## src/rtl/palxlat_pkg.sv

```systemverilog
package palxlat_pkg;

  typedef enum logic [1:0] {
    CM_TWO     = 2'b00,
    CM_FOUR    = 2'b01,
    CM_SIXTEEN = 2'b10,
    CM_DIRECT  = 2'b11
  } colourMode_e;

  typedef enum logic [1:0] {
    SRC_GRAPHIC = 2'b00,
    SRC_CHAR    = 2'b01,
    SRC_ATTR    = 2'b10,
    SRC_SPARE   = 2'b11
  } srcKind_e;

  localparam int POS_W = 3;

  typedef struct packed {
    logic             capture;
    logic             advance;
    logic             active;
    logic [POS_W-1:0] pos;
  } ctrlStrobe_t;

endpackage

```

## src/rtl/xlat_ctrl.sv

```systemverilog
module xlat_ctrl
  import palxlat_pkg::*;
(
  input  logic        clk,
  input  logic        rstN,
  input  logic        inLoad,
  input  logic [1:0]  colourMode,
  input  logic [1:0]  srcKind,
  output ctrlStrobe_t strobe
);

  localparam int CNT_W = POS_W + 1;

  logic [CNT_W-1:0] remain;
  logic [POS_W-1:0] pos;
  logic [CNT_W-1:0] runLen;

  // Number of pixels produced by one byte
  always_comb begin
    if (srcKind == SRC_ATTR) begin
      runLen = CNT_W'(8);
    end else begin
      case (colourMode)
        CM_TWO:     runLen = CNT_W'(8);
        CM_FOUR:    runLen = CNT_W'(4);
        CM_SIXTEEN: runLen = CNT_W'(2);
        default:    runLen = CNT_W'(1);
      endcase
    end
  end

  always_ff @(posedge clk) begin
    if (!rstN) begin
      remain <= '0;
      pos    <= '0;
    end else if (inLoad) begin
      remain <= runLen;
      pos    <= '0;
    end else if (remain != '0) begin
      remain <= remain - CNT_W'(1);
      pos    <= pos + POS_W'(1);
    end
  end

  always_comb begin
    strobe.capture = inLoad;
    strobe.advance = (remain != '0) && !inLoad;
    strobe.active  = (remain != '0);
    strobe.pos     = pos;
  end

endmodule

```

## src/rtl/xlat_datapath.sv

```systemverilog
module xlat_datapath
  import palxlat_pkg::*;
#(
  parameter int COLOUR_W    = 8,
  parameter int PAL_ENTRIES = 8,
  parameter int BIAS_W      = 5
) (
  input  logic                          clk,
  input  logic                          rstN,
  input  ctrlStrobe_t                   strobe,
  input  logic [7:0]                    inByte,
  input  logic [7:0]                    inAux,
  input  logic [1:0]                    colourMode,
  input  logic [1:0]                    srcKind,
  input  logic                          altHiEn,
  input  logic                          altLoEn,
  input  logic [PAL_ENTRIES*COLOUR_W-1:0] palette,
  input  logic [BIAS_W-1:0]             biasBits,
  output logic [COLOUR_W-1:0]           pixColour
);

  localparam int IDX_W    = 4;
  localparam int SEL_W    = $clog2(PAL_ENTRIES);
  localparam int OFFSET_W = 3;

  // Captured state
  logic [1:0]                    modeQ;
  logic                          attrQ;
  logic [7:0]                    byteQ;
  logic [7:0]                    auxQ;
  logic [OFFSET_W-1:0]           offQ;
  logic [PAL_ENTRIES*COLOUR_W-1:0] palQ;
  logic [BIAS_W-1:0]             biasQ;

  // Load-time remapping
  logic                isGraphic;
  logic                isChar;
  logic                twoDepth;
  logic [7:0]          maskedByte;
  logic [OFFSET_W-1:0] altOff;

  always_comb begin
    isGraphic  = (srcKind == SRC_GRAPHIC) || (srcKind == SRC_SPARE);
    isChar     = (srcKind == SRC_CHAR);
    twoDepth   = (colourMode == CM_TWO);
    maskedByte = inByte;
    altOff     = '0;
    if (twoDepth && isGraphic) begin
      if (altHiEn) begin
        maskedByte[7] = 1'b0;
        if (inByte[7]) altOff = altOff + OFFSET_W'(2);
      end
      if (altLoEn) begin
        maskedByte[0] = 1'b0;
        if (inByte[0]) altOff = altOff + OFFSET_W'(4);
      end
    end else if (twoDepth && isChar) begin
      if (altHiEn && inAux[7]) altOff = altOff + OFFSET_W'(2);
      if (altLoEn && inAux[6]) altOff = altOff + OFFSET_W'(4);
    end
  end

  always_ff @(posedge clk) begin
    if (!rstN) begin
      modeQ <= '0;
      attrQ <= 1'b0;
      byteQ <= '0;
      auxQ  <= '0;
      offQ  <= '0;
      palQ  <= '0;
      biasQ <= '0;
    end else if (strobe.capture) begin
      modeQ <= colourMode;
      attrQ <= (srcKind == SRC_ATTR);
      byteQ <= maskedByte;
      auxQ  <= inAux;
      offQ  <= altOff;
      palQ  <= palette;
      biasQ <= biasBits;
    end
  end

  // Palette entries unpacked
  logic [COLOUR_W-1:0] palArr [PAL_ENTRIES];

  genvar gi;
  generate
    for (gi = 0; gi < PAL_ENTRIES; gi++) begin : gPal
      assign palArr[gi] = palQ[gi*COLOUR_W +: COLOUR_W];
    end
  endgenerate

  // Pixel index extraction
  logic [IDX_W-1:0]    pixIdx;
  logic                pixBit;
  logic [2:0]          hiSel;
  logic [2:0]          loSel;
  logic [COLOUR_W-1:0] lutColour;
  logic [COLOUR_W-1:0] rawColour;

  always_comb begin
    hiSel  = 3'd7 - strobe.pos;
    loSel  = 3'd3 - strobe.pos;
    pixBit = byteQ[hiSel];
    pixIdx = '0;
    if (attrQ) begin
      pixIdx = pixBit ? auxQ[3:0] : auxQ[7:4];
    end else begin
      case (modeQ)
        CM_TWO:  pixIdx = {3'b000, pixBit} + {1'b0, offQ};
        CM_FOUR: pixIdx = {2'b00, byteQ[loSel], byteQ[hiSel]};
        CM_SIXTEEN: begin
          if (strobe.pos[0] == 1'b0)
            pixIdx = {byteQ[1], byteQ[5], byteQ[3], byteQ[7]};
          else
            pixIdx = {byteQ[0], byteQ[4], byteQ[2], byteQ[6]};
        end
        default: pixIdx = '0;
      endcase
    end
  end

  always_comb begin
    if (pixIdx[IDX_W-1])
      lutColour = {biasQ, pixIdx[COLOUR_W-BIAS_W-1:0]};
    else
      lutColour = palArr[pixIdx[SEL_W-1:0]];
    if (!attrQ && modeQ == CM_DIRECT)
      rawColour = byteQ;
    else
      rawColour = lutColour;
    pixColour = strobe.active ? rawColour : '0;
  end

endmodule

```

## src/rtl/pix_colour_xlat.sv

```systemverilog
module pix_colour_xlat
  import palxlat_pkg::*;
#(
  parameter int COLOUR_W    = 8,
  parameter int PAL_ENTRIES = 8,
  parameter int BIAS_W      = 5
) (
  input  logic                            clk,
  input  logic                            rstN,
  input  logic                            inLoad,
  input  logic [7:0]                      inByte,
  input  logic [7:0]                      inAux,
  input  logic [1:0]                      colourMode,
  input  logic [1:0]                      srcKind,
  input  logic                            altHiEn,
  input  logic                            altLoEn,
  input  logic [PAL_ENTRIES*COLOUR_W-1:0] palette,
  input  logic [BIAS_W-1:0]               biasBits,
  output logic                            pixValid,
  output logic [COLOUR_W-1:0]             pixColour
);

  ctrlStrobe_t strobe;

  xlat_ctrl u_ctrl (
    .clk        (clk),
    .rstN       (rstN),
    .inLoad     (inLoad),
    .colourMode (colourMode),
    .srcKind    (srcKind),
    .strobe     (strobe)
  );

  xlat_datapath #(
    .COLOUR_W    (COLOUR_W),
    .PAL_ENTRIES (PAL_ENTRIES),
    .BIAS_W      (BIAS_W)
  ) u_dp (
    .clk        (clk),
    .rstN       (rstN),
    .strobe     (strobe),
    .inByte     (inByte),
    .inAux      (inAux),
    .colourMode (colourMode),
    .srcKind    (srcKind),
    .altHiEn    (altHiEn),
    .altLoEn    (altLoEn),
    .palette    (palette),
    .biasBits   (biasBits),
    .pixColour  (pixColour)
  );

  assign pixValid = strobe.active;

endmodule

```

## config.mk

```make
export PLATFORM = sky130hd
export DESIGN_NAME = pix_colour_xlat
export DESIGN_NICKNAME = d
export VERILOG_FILES = /design/src/rtl/palxlat_pkg.sv /design/src/rtl/xlat_ctrl.sv /design/src/rtl/xlat_datapath.sv /design/src/rtl/pix_colour_xlat.sv
export SDC_FILE = /design/constraint.sdc
export NUM_CORES = 1
export LEC_CHECK = 0
export BUFFER_PORTS_ARGS = -buffer_cell sky130_fd_sc_hd__buf_4
export CAP_MARGIN = 10
export CORE_UTILIZATION = 50
export CTS_CLUSTER_DIAMETER = 40
export CTS_CLUSTER_SIZE = 28
export DETAILED_ROUTE_END_ITERATION = 16
export PLACE_DENSITY = 0.8
export SKIP_CTS_REPAIR_TIMING = 1
export SLEW_MARGIN = 30
export SYNTH_ARGS = -nofsm -noshare
export SYNTH_HDL_FRONTEND = slang
export SYNTH_SLANG_ARGS = --single-unit
```

## constraint.sdc

```tcl
create_clock -name clk -period 2.5 [get_ports clk]
set_clock_uncertainty 0.15 [all_clocks]
set_input_delay 0.125 -clock clk [delete_from_list [all_inputs] [get_ports clk]]
set_output_delay 0.125 -clock clk [all_outputs]
set_load 0.005 [all_outputs]
```

==> results of run 1 <==
## critical path: cells and delay by family (launching register included)
kind                   cells  cell delay [ps]
AOI/OAI and AO/OA          2              460
and+or+nand+nor            2              190
buffers and inverters      3              380
DFF                        1              360
muxes                      3             1190
## cells by family (layout without fill, tap and decap cells)
group / Yosys count / in the layout
AO/OA/AOI/OAI: 86 / 86
XOR/XNOR: 4 / 4
adder cells (fa/ha/maj): 5 / 5
buffers and inverters: 44 / 272
flip-flops: 97 / 97
multiplexers: 107 / 108
AND/OR/NAND/NOR: 206 / 206
## area by class of cell
cell class,instances,area (sq um),share of cell area (%)
multi-input combinational,409,3200,41.7
clock inverter,6,73.8,0.963
inverter,8,30.0,0.392
tap,133,166,2.17
sequential,97,1940,25.4
timing repair buffer,248,2130,27.8
clock buffer,10,128,1.66
## where the power goes
group / leakage, nW / total [mW] / internal (mW) / switching (mW)
sequential: 0.801 / 1.71 / 1.64 / 0.0717
clock: 0.0954 / 1.06 / 0.477 / 0.583
combinational: 2.34 / 1.07 / 0.593 / 0.481
total: 3.24 / 3.85 / 2.71 / 1.14
## registers in the layout, indices dropped and copies added, names as in the netlist
name,flops
u_dp.offQ,2
u_dp.byteQ,8
u_dp.biasQ,5
u_dp.modeQ,2
u_ctrl.remain,4
u_dp.auxQ,8
u_dp.palQ,64
u_dp.attrQ,1
u_ctrl.pos,3
## path summary, 6_finish.rpt
path / from / endpoint / cells past startpoint
setup / recovery: u_ctrl.pos[0]$_SDFFE_PP0P_ / pixColour[2] / 10
hold / removal: inLoad / u_dp.offQ[1]$_SDFFE_PN0P_ / 3
setup reg to reg: u_ctrl.remain[1]$_SDFFE_PN0P_ / u_ctrl.remain[0]$_SDFFE_PN0P_ / 7
hold reg to reg: u_dp.offQ[2]$_SDFFE_PN0P_ / u_dp.offQ[2]$_SDFFE_PN0P_ / 2
## metrics by stage
stage | TNS [ps] | hold slack, ps | setup WS (ps)
finish | -5640 | 11.0 | -743
global route | -6310 | 20.5 | -830
CTS | -6300 | -159 | -853
detailed placement | -2940 | 238 | -429
global placement | -2350 | 229 | -382
floorplan | -929 | 144 | -146
## cells in the final DEF (no fill, tap or decap), drive strengths merged, types with 6 or more instances in the layout
cell         synthesis  final
nor2b               89     89
mux2i               97     97
dfxtp               97     97
mux2                 8      9
a211oi               8      8
clkbuf              27     10
nand2b               6      6
a21oi               13     13
dlygate4sd3          0     89
buf                  9    159
nand2               26     26
nor2                17     17
or3                 11     11
o21ai               29     29
inv                  7     10
nand3               36     36
o21a                 6      6
## metal layers
metal / global-route usage (%) / part of all wire [%]
met2: 38.9 / 46
met4: 13.2 / 4.1
met5: 0 / 0
met3: 3.56 / 4.6
met1: 39.3 / 45
==> flow_summary_export.csv, run 1 <==
group,metric,value,unit
setup_path,critPathArrivalTime,2970,ps
cts,numCtsBuffers,9,
sta,hold_violations,0,
synthesis,yosys.area_share.adder,1.22,%
drt,dr.pass1.iters,6,
synthesis,yosysTopAreaCell,"dfxtp_1",
floorplanning,placementRows,36,
drt,wl_per_cell,17.7,um
drt,wirelength,16.1,mm
sta,postLayoutSetupSlackWorst,-743,ps
cells_and_area,fin_area,7670,sq um
sta,rsz0062_at_grt,"true",
sta,max_freq,0.308,GHz
synthesis,yosys_register_bits,97,
sta,slew_headroom,51.1,%
cells_and_area,final_cells,911,
floorplanning,die_w,103,um
power_and_ir_drop,power.density,502,nW/um^2
cts,cts_max_level,3,
status,status,"finished, violations left",
cts,cts_tree,"yes",
cts,cts-root-buf,"clkbuf_8",
cells_and_area,area_growth,49.7,%
synthesis,synth_top_family_by_area,"multiplexers",
cells_and_area,drive_gt1_share,28.5,%
synthesis,synth_compound_area_share,11.6,%
synthesis,synthMostInstantiatedCell,"dfxtp_1",
synthesis,synth_top_area_share,37.9,%
global_route,grt_pass1_wl,21.5,mm
synthesis,yosys.area_share.simple,22.3,%
drt,ant_nets,0,
synthesis,synth-async-reset-ratio,0,%
synthesis,syn_nets,648,
run,drv_cap,0,
global_route,antenna_found_initial,0,
cts,clk_pin_slew,90,ps
place,dp_cells,803,
power_and_ir_drop,total_power,3.85,mW
sta,slew_viol_final,0,
sta,period_needed,3240,ps
setup_path,path_cells,"mux4_2 -> mux2_4 -> mux2_4 -> buf_4 -> nand3_1 -> a2111oi_2 -> nor4_2 -> buf_4 -> a21oi_1 -> buf_4",
floorplanning,die-area,10700,sq um
drt,drtIter0Drc,310,
synthesis,ys_top_cells_by_area,"dfxtp_1 (38%), mux2i_1 (18%), nor2b_1 (11%), nand3_1 (3.5%), o21ai_0 (2.6%)",
cts,clockBufferDepth,2,
synthesis,synth_xor_area_share,0.684,%
synthesis,syn-cell-area,5120,sq um
synthesis,syn_inst,549,
synthesis,synthTopCellsByCount,"dfxtp_1 (97), mux2i_1 (94), nor2b_1 (89)",
global_route,grt_max_degree,96,
synthesis,ys_warn_count,0,
cells_and_area,antenna_cells,0,
cts,cts_sinks,97,
setup_path,cpMostUsedCell,"buf_4",
sta,setup_viol_count_final,8,
drt,vias,5019,
setup_path,critPathKind,"reg -> out",
cells_and_area,fillCellCount,649,
floorplanning,io_pins,103,
sta,min_period_over_period,130,%
setup_path,worst_setup_path_end_kind,"primary output",
cts,clkLatencyLatePin,370,ps
global_route,track_usage,26.9,%
setup_path,crit_slowest_cell,"mux4_2",
floorplanning,die_y,103,um
setup_path,path_max_fanout,5,
global_route,grt_pass1_vias,4273,
power_and_ir_drop,power.leakage,3.24,nW
place,routabilityCongestion,0.951,
synthesis,synth.avg_cell_area,9.33,sq um
global_route,overflow,0,
place,placed_cell_area,6390,sq um
place,dpl.hpwl,10.5,mm
min_path,hold_path.class,"in -> reg",
cells_and_area,final_util,77.7,%
drt,vias_per_cell,5.51,
floorplanning,coreArea,9860,sq um
status,violations,"setup timing",
synthesis,synth_cell_types,56,
synthesis,yosys_most_used_dff,"dfxtp_1",
cells_and_area,fin_nets,872,
power_and_ir_drop,ir_drop,354,uV
synthesis,synthMuxAreaShare,22.5,%
floorplanning,start_util,51.9,%
setup_path,start_kind,"flip-flop",
sta,tightest_slew,734,ps
synthesis,synth_edf_count,0,
synthesis,ys_seq_area_share,37.9,%
setup_path,worstPathRequired,2230,ps
drt,drc,0,
setup_path,reg2reg_setup_slack,910,ps
setup_path,cpPeakStageDelay,540,ps
place,io_buffers,102,
No activity file was read; power rests on OpenSTA's default activity.
==> run 2: changes to the inputs <==
--- a/config.mk
+++ b/config.mk
@@ -5,13 +5,14 @@
 export SDC_FILE = /design/constraint.sdc
 export NUM_CORES = 1
 export LEC_CHECK = 0
+export ABC_AREA = 1
 export BUFFER_PORTS_ARGS = -buffer_cell sky130_fd_sc_hd__buf_4
 export CAP_MARGIN = 10
-export CORE_UTILIZATION = 50
+export CORE_UTILIZATION = 40
 export CTS_CLUSTER_DIAMETER = 40
 export CTS_CLUSTER_SIZE = 28
 export DETAILED_ROUTE_END_ITERATION = 16
-export PLACE_DENSITY = 0.8
+export PLACE_DENSITY = 0.67
 export SKIP_CTS_REPAIR_TIMING = 1
 export SLEW_MARGIN = 30
 export SYNTH_ARGS = -nofsm -noshare
==> flow_summary_export.csv, run 2 <==
group,metric,value,unit
status,status,"finished, violations left",
status,violations,"hold timing, setup timing",
setup_path,crit_slowest_cell,"dfxtp_4",
global_route,overflow,0,
setup_path,path_cells,"inv_6 -> nand2_2 -> nand3_2 -> nand3_4 -> nand3_1 -> nand3_4 -> nand2_8 -> buf_4 -> nand2_1 -> nand3_1 -> nand3_2 -> nand2_1 -> a21oi_1 -> nor2_1 -> buf_4",
sta,timing.setup.tns,-611,ps
cells_and_area,final_cells,1000,
power_and_ir_drop,power.leakage,3.08,nW
place,place_ws,50.5,ps
sta,setup_viol_count_final,8,
cells_and_area,final_util,62.2,%
synthesis,ys_warn_count,0,
cts,clockBufferDepth,2,
synthesis,synth-async-reset-ratio,0,%
drt,vias,5113,
setup_path,cpPeakStageDelay,420,ps
global_route,antenna_found_initial,0,
sta,postLayoutSetupSlackWorst,-119,ps
cts,clk_pin_slew,70,ps
place,dpl.hpwl,9.49,mm
cts,numCtsBuffers,9,
setup_path,start_kind,"flip-flop",
synthesis,yosysTopAreaCell,"dfxtp_1",
setup_path,critPathKind,"reg -> out",
synthesis,synthMostInstantiatedCell,"nor2_1",
floorplanning,die_y,110,um
drt,wl_per_cell,14.1,um
cells_and_area,largest_reg_flops,64,
global_route,track_usage,22.1,%
floorplanning,start_util,41.9,%
sta,tightest_slew,532,ps
cells_and_area,area_growth,48.7,%
drt,wirelength,14.1,mm
place,io_buffers,102,
sta,hold_violations,6,
cts,clkLatencyLatePin,350,ps
floorplanning,die-area,12000,sq um
sta,min_period_over_period,105,%
setup_path,worstPathRequired,2230,ps
min_path,hold_path.class,"in -> reg",
cts,cts-root-buf,"clkbuf_16",
synthesis,synth.avg_cell_area,6.75,sq um
drt,dr.pass1.iters,5,
setup_path,path_max_fanout,7,
place,routabilityCongestion,0.901,
synthesis,synth_edf_count,0,
synthesis,ys_top_cells_by_area,"dfxtp_1 (42%), o21ai_0 (10%), nor2_1 (9.9%), nand2_1 (8.8%), nand3_1 (8.6%)",
place,dp_cells,897,
power_and_ir_drop,power.density,631,nW/um^2
cts,cts_max_level,3,
sta,slew_headroom,64.4,%
sta,rsz0062_at_grt,"true",
setup_path,critPathArrivalTime,2340,ps
setup_path,worst_setup_path_end_kind,"primary output",
sta,slew_viol_final,0,
cells_and_area,fin_nets,954,
global_route,grt_pass1_wl,20.6,mm
sta,hold_slack,-70.9,ps
run,drv_cap,0,
cells_and_area,top_regs,"u_dp.palQ: 64 flops, u_dp.auxQ: 8 flops, u_dp.byteQ: 8 flops",
cts,cts_sinks,97,
setup_path,reg2reg_setup_slack,610,ps
drt,vias_per_cell,5.11,
floorplanning,io_pins,103,
synthesis,yosys_register_bits,97,
synthesis,synth_cell_types,29,
drt,drtIter0Drc,352,
synthesis,synthTopCellsByCount,"nor2_1 (122), nand2_1 (109), dfxtp_1 (97)",
cells_and_area,final_common_cell,"nor2_1",
synthesis,syn_inst,687,
cells_and_area,mostFrequentLayoutCells,"nor2_1 (121), buf_4 (112), nand2_1 (98), dfxtp_1 (95), o21ai_0 (94)",
drt,ant_nets,0,
synthesis,syn-cell-area,4640,sq um
drt,drc,0,
synthesis,synth_top_area_share,41.9,%
global_route,grt_max_degree,76,
cells_and_area,antenna_cells,0,
synthesis,ys_seq_area_share,41.9,%
power_and_ir_drop,ir_drop,343,uV
sta,period_needed,2620,ps
cells_and_area,drive_gt1_share,20.5,%
global_route,grt_pass1_vias,4413,
floorplanning,placementRows,38,
cts,cts_tree,"yes",
sta,max_freq,0.382,GHz
floorplanning,coreArea,11100,sq um
floorplanning,die_w,110,um
cells_and_area,top_register,"u_dp.palQ",
synthesis,syn_nets,786,
synthesis,yosys_most_used_dff,"dfxtp_1",
-- run 2: cell count changes after synthesis, moves of 11 or more --
cell,delta
a21oi_1,+35
inv_1,+42
mux2i_1,-94
nand2_1,+84
nand3_1,+44
nor2_1,+106
nor2b_1,-89
o21ai_0,+67
or3_1,-11
-- run 2: final timing paths --
| kind | from | cells past startpoint | to |
|---|---|---|---|
| setup / recovery | u_ctrl.pos[0]$_SDFFE_PP0P_ | 15 | pixColour[2] |
| hold / removal | palette[6] | 3 | u_dp.palQ[6]$_SDFFE_PN0P_ |
| setup reg to reg | u_ctrl.remain[0]$_SDFFE_PN0P_ | 7 | u_ctrl.remain[1]$_SDFFE_PN0P_ |
| hold reg to reg | u_dp.palQ[9]$_SDFFE_PN0P_ | 2 | u_dp.palQ[9]$_SDFFE_PN0P_ |
-- run 2: cells by family (layout without fill, tap and decap cells) --
family / count (synthesis) / count (layout) / synth area share [%]
DFF: 97 / 97 / 41.9
AOI/OAI and AO/OA: 154 / 154 / 17.2
buffers and inverters: 95 / 268 / 8.47
and+or+nand+nor: 336 / 336 / 31.1
adders and majority gates: 5 / 5 / 1.35
-- run 2: per-layer routing --
metal  track usage, %  share of wire, %
met1             30.0                46
met2             36.0                47
met3             2.85               4.6
met4             7.81               2.0
met5                0                 0
-- run 2: stage by stage --
step	hold WS (ps)	cell area [sq um]	power (mW)
3_5_place_dp	202	5490	2.68
4_1_cts	-148	5800	4.12
2_1_floorplan	110	4640	2.33
6_report	-70.9	6890	4.35
5_1_grt	1.32	6890	4.56
3_3_place_gp	199	5490	2.66
-- run 2: final cells by class --
cell class,count,area [sq um]
sequential,97,1950
tap,140,175
timing repair buffer,199,1760
multi-input combinational,495,2480
inverter,53,210
clock buffer,11,233
fill,982,4190
clock inverter,5,80.1
-- run 2: report_power, final --
group	leakage, nW	internal, mW	switching (mW)
sequential	0.807	1.66	0.0730
combinational	2.12	0.543	0.618
clock	0.146	0.876	0.578
-- run 2: critical path: cells and delay by family, from the launching register on --
kind,cells,cell delay (ps)
AOI/OAI and AO/OA,1,170
and+or+nand+nor,11,1060
DFF,1,420
buffers and inverters,3,350
==> run 3: changes to the inputs <==
--- a/config.mk
+++ b/config.mk
@@ -5,7 +5,7 @@
 export SDC_FILE = /design/constraint.sdc
 export NUM_CORES = 1
 export LEC_CHECK = 0
-export ABC_AREA = 1
+export ABC_AREA = 0
 export BUFFER_PORTS_ARGS = -buffer_cell sky130_fd_sc_hd__buf_4
 export CAP_MARGIN = 10
 export CORE_UTILIZATION = 40
@@ -18,3 +18,4 @@
 export SYNTH_ARGS = -nofsm -noshare
 export SYNTH_HDL_FRONTEND = slang
 export SYNTH_SLANG_ARGS = --single-unit
+export TNS_END_PERCENT = 5
==> flow_summary_export.csv, run 3 (synthesized netlist as in run 1, its figures left out) <==
group,metric,value,unit
status,status,"finished, violations left",
status,violations,"hold timing, setup timing",
setup_path,endpoint,"pixColour[7]",
power_and_ir_drop,ir_drop,345,uV
min_path,hold_path.class,"in -> reg",
sta,rsz0062_at_grt,"true",
global_route,track_usage,22.0,%
cells_and_area,ff_latch_area,1940,sq um
setup_path,path_max_fanout,9,
cts,clkLatencyLatePin,340,ps
sta,hold_slack,-8.11,ps
setup_path,critPathKind,"reg -> out",
sta,hold_violations,1,
cells_and_area,drive_gt1_share,27.5,%
cells_and_area,top_register,"u_dp.palQ",
drt,dr_wl_met3,788,um
setup_path,reg2regPathDepth,7,
sta,max_freq,0.310,GHz
cts,clockBufferDepth,2,
global_route,overflow,0,
cells_and_area,fin_nets,866,
cts,cts_sinks,97,
cts,numCtsBuffers,9,
drt,vias,4823,
floorplanning,die_w,115,um
cells_and_area,final_cells,940,
power_and_ir_drop,power.leakage,3.25,nW
drt,wl_per_cell,16.7,um
cts,cts_max_level,3,
setup_path,worst_r2r_endpoint,"u_ctrl.remain[0]$_SDFFE_PN0P_",
sta,postLayoutSetupSlackWorst,-725,ps
drt,m1WireLength,7.48,mm
global_route,antenna_found_initial,0,
cts,clk_pin_slew,70,ps
cts,cts-root-buf,"clkbuf_16",
floorplanning,start_util,41.8,%
cells_and_area,fillCellCount,1010,
drt,wirelength,15.7,mm
drt,met2WireLength,7.07,mm
place,dp_cells,831,
sta,slew_viol_final,0,
setup_path,r2r_start,"u_ctrl.remain[0]$_SDFFE_PN0P_",
drt,ant_nets,0,
cells_and_area,area_growth,50.4,%
cells_and_area,final_common_cell,"buf_4",
power_and_ir_drop,power.density,537,nW/um^2
sta,setup_viol_count_final,8,
setup_path,reg2reg_setup_slack,850,ps
cells_and_area,multi_input_area,3140,sq um
floorplanning,io_pins,103,
setup_path,worst_setup_path_end_kind,"primary output",
cells_and_area,antenna_cells,0,
cells_and_area,fin_area,7700,sq um
drt,vias_per_cell,5.13,
setup_path,worstPathRequired,2230,ps
cells_and_area,top_regs,"u_dp.palQ: 64 flops, u_dp.auxQ: 8 flops, u_dp.byteQ: 8 flops",
cells_and_area,final_util,62.8,%
sta,min_period_over_period,129,%
drt,top_layer_used,"met4",
floorplanning,coreArea,12300,sq um
global_route,grt_max_degree,96,
floorplanning,die_y,115,um
run,drv_cap,0,
place,dpl.hpwl,10.8,mm
global_route,grt_pass1_wl,22.2,mm
drt,drtIter0Drc,387,
setup_path,start_kind,"flip-flop",
floorplanning,placementRows,40,
place,placed_cell_area,6360,sq um
sta,tightest_slew,721,ps
cells_and_area,mostFrequentLayoutCells,"buf_4 (148), dfxtp_1 (95), mux2i_1 (93), nor2b_1 (89), dlygate4sd3_1 (88)",
place,routabilityCongestion,0.932,
setup_path,critPathArrivalTime,2950,ps
drt,dr.pass1.iters,5,
sta,period_needed,3220,ps
global_route,grt_pass1_vias,4202,
floorplanning,die-area,13300,sq um
place,io_buffers,102,
cts,cts_tree,"yes",
drt,drc,0,
cells_and_area,largest_reg_flops,64,
sta,slew_headroom,52.0,%
setup_path,startpoint,"u_ctrl.pos[0]$_SDFFE_PP0P_",
-- run 3: stage by stage --
| step | setup TNS (ps) | power [mW] | setup WS, ps |
|---|---|---|---|
| floorplan | -1070 | 2.25 | -146 |
| global placement | -2700 | 2.60 | -465 |
| detailed placement | -3270 | 2.62 | -473 |
| CTS | -6290 | 3.99 | -853 |
| global route | -6140 | 4.33 | -835 |
| finish | -5310 | 4.14 | -725 |
-- run 3: worst min-delay path by stage --
stage / startpoint / end / cells after the start
final: inByte[7] / u_dp.byteQ[7]$_SDFFE_PN0P_ / 3
after global routing: inByte[7] / u_dp.byteQ[7]$_SDFFE_PN0P_ / 3
after CTS: palette[5] / u_dp.palQ[5]$_SDFFE_PN0P_ / 3
after detailed placement: palette[57] / u_dp.palQ[57]$_SDFFE_PN0P_ / 3
after global placement: palette[47] / u_dp.palQ[47]$_SDFFE_PN0P_ / 3
after floorplan: palette[36] / u_dp.palQ[36]$_SDFFE_PN0P_ / 2
-- run 3: worst max-delay path, stage by stage, from the launching register on --
cell and delay, ps:
dfxtp_2 350, mux4_2 540, mux2_4 360, mux2i_4 250, nor2_1 80, buf_4 170
nand4_1 120, buf_6 130, o221ai_1 110, o31ai_1 310, buf_4 170
-- run 3: layer usage --
metal / vias up / global-route usage (%)
met5: - / 0
met4: 0 / 7.79
met3: 29 / 3.00
met2: 168 / 33.2
met1: 2240 / 32.0
li1: 2386 / -
-- run 3: layout make-up --
cell class / count / share of cell area (%)
repair buffers: 242 / 27.1
flip-flops and latches: 97 / 25.2
clock inverters: 6 / 0.763
well taps: 168 / 2.73
multi-input cells: 409 / 40.7
clock buffers: 10 / 3.10
inverters: 8 / 0.390
-- run 3: power breakdown --
group | internal, mW | total (mW) | switching, mW
logic | 0.583 | 1.04 | 0.461
registers | 1.64 | 1.71 | 0.0723
clock network | 0.727 | 1.38 | 0.652
total | 2.95 | 4.14 | 1.19
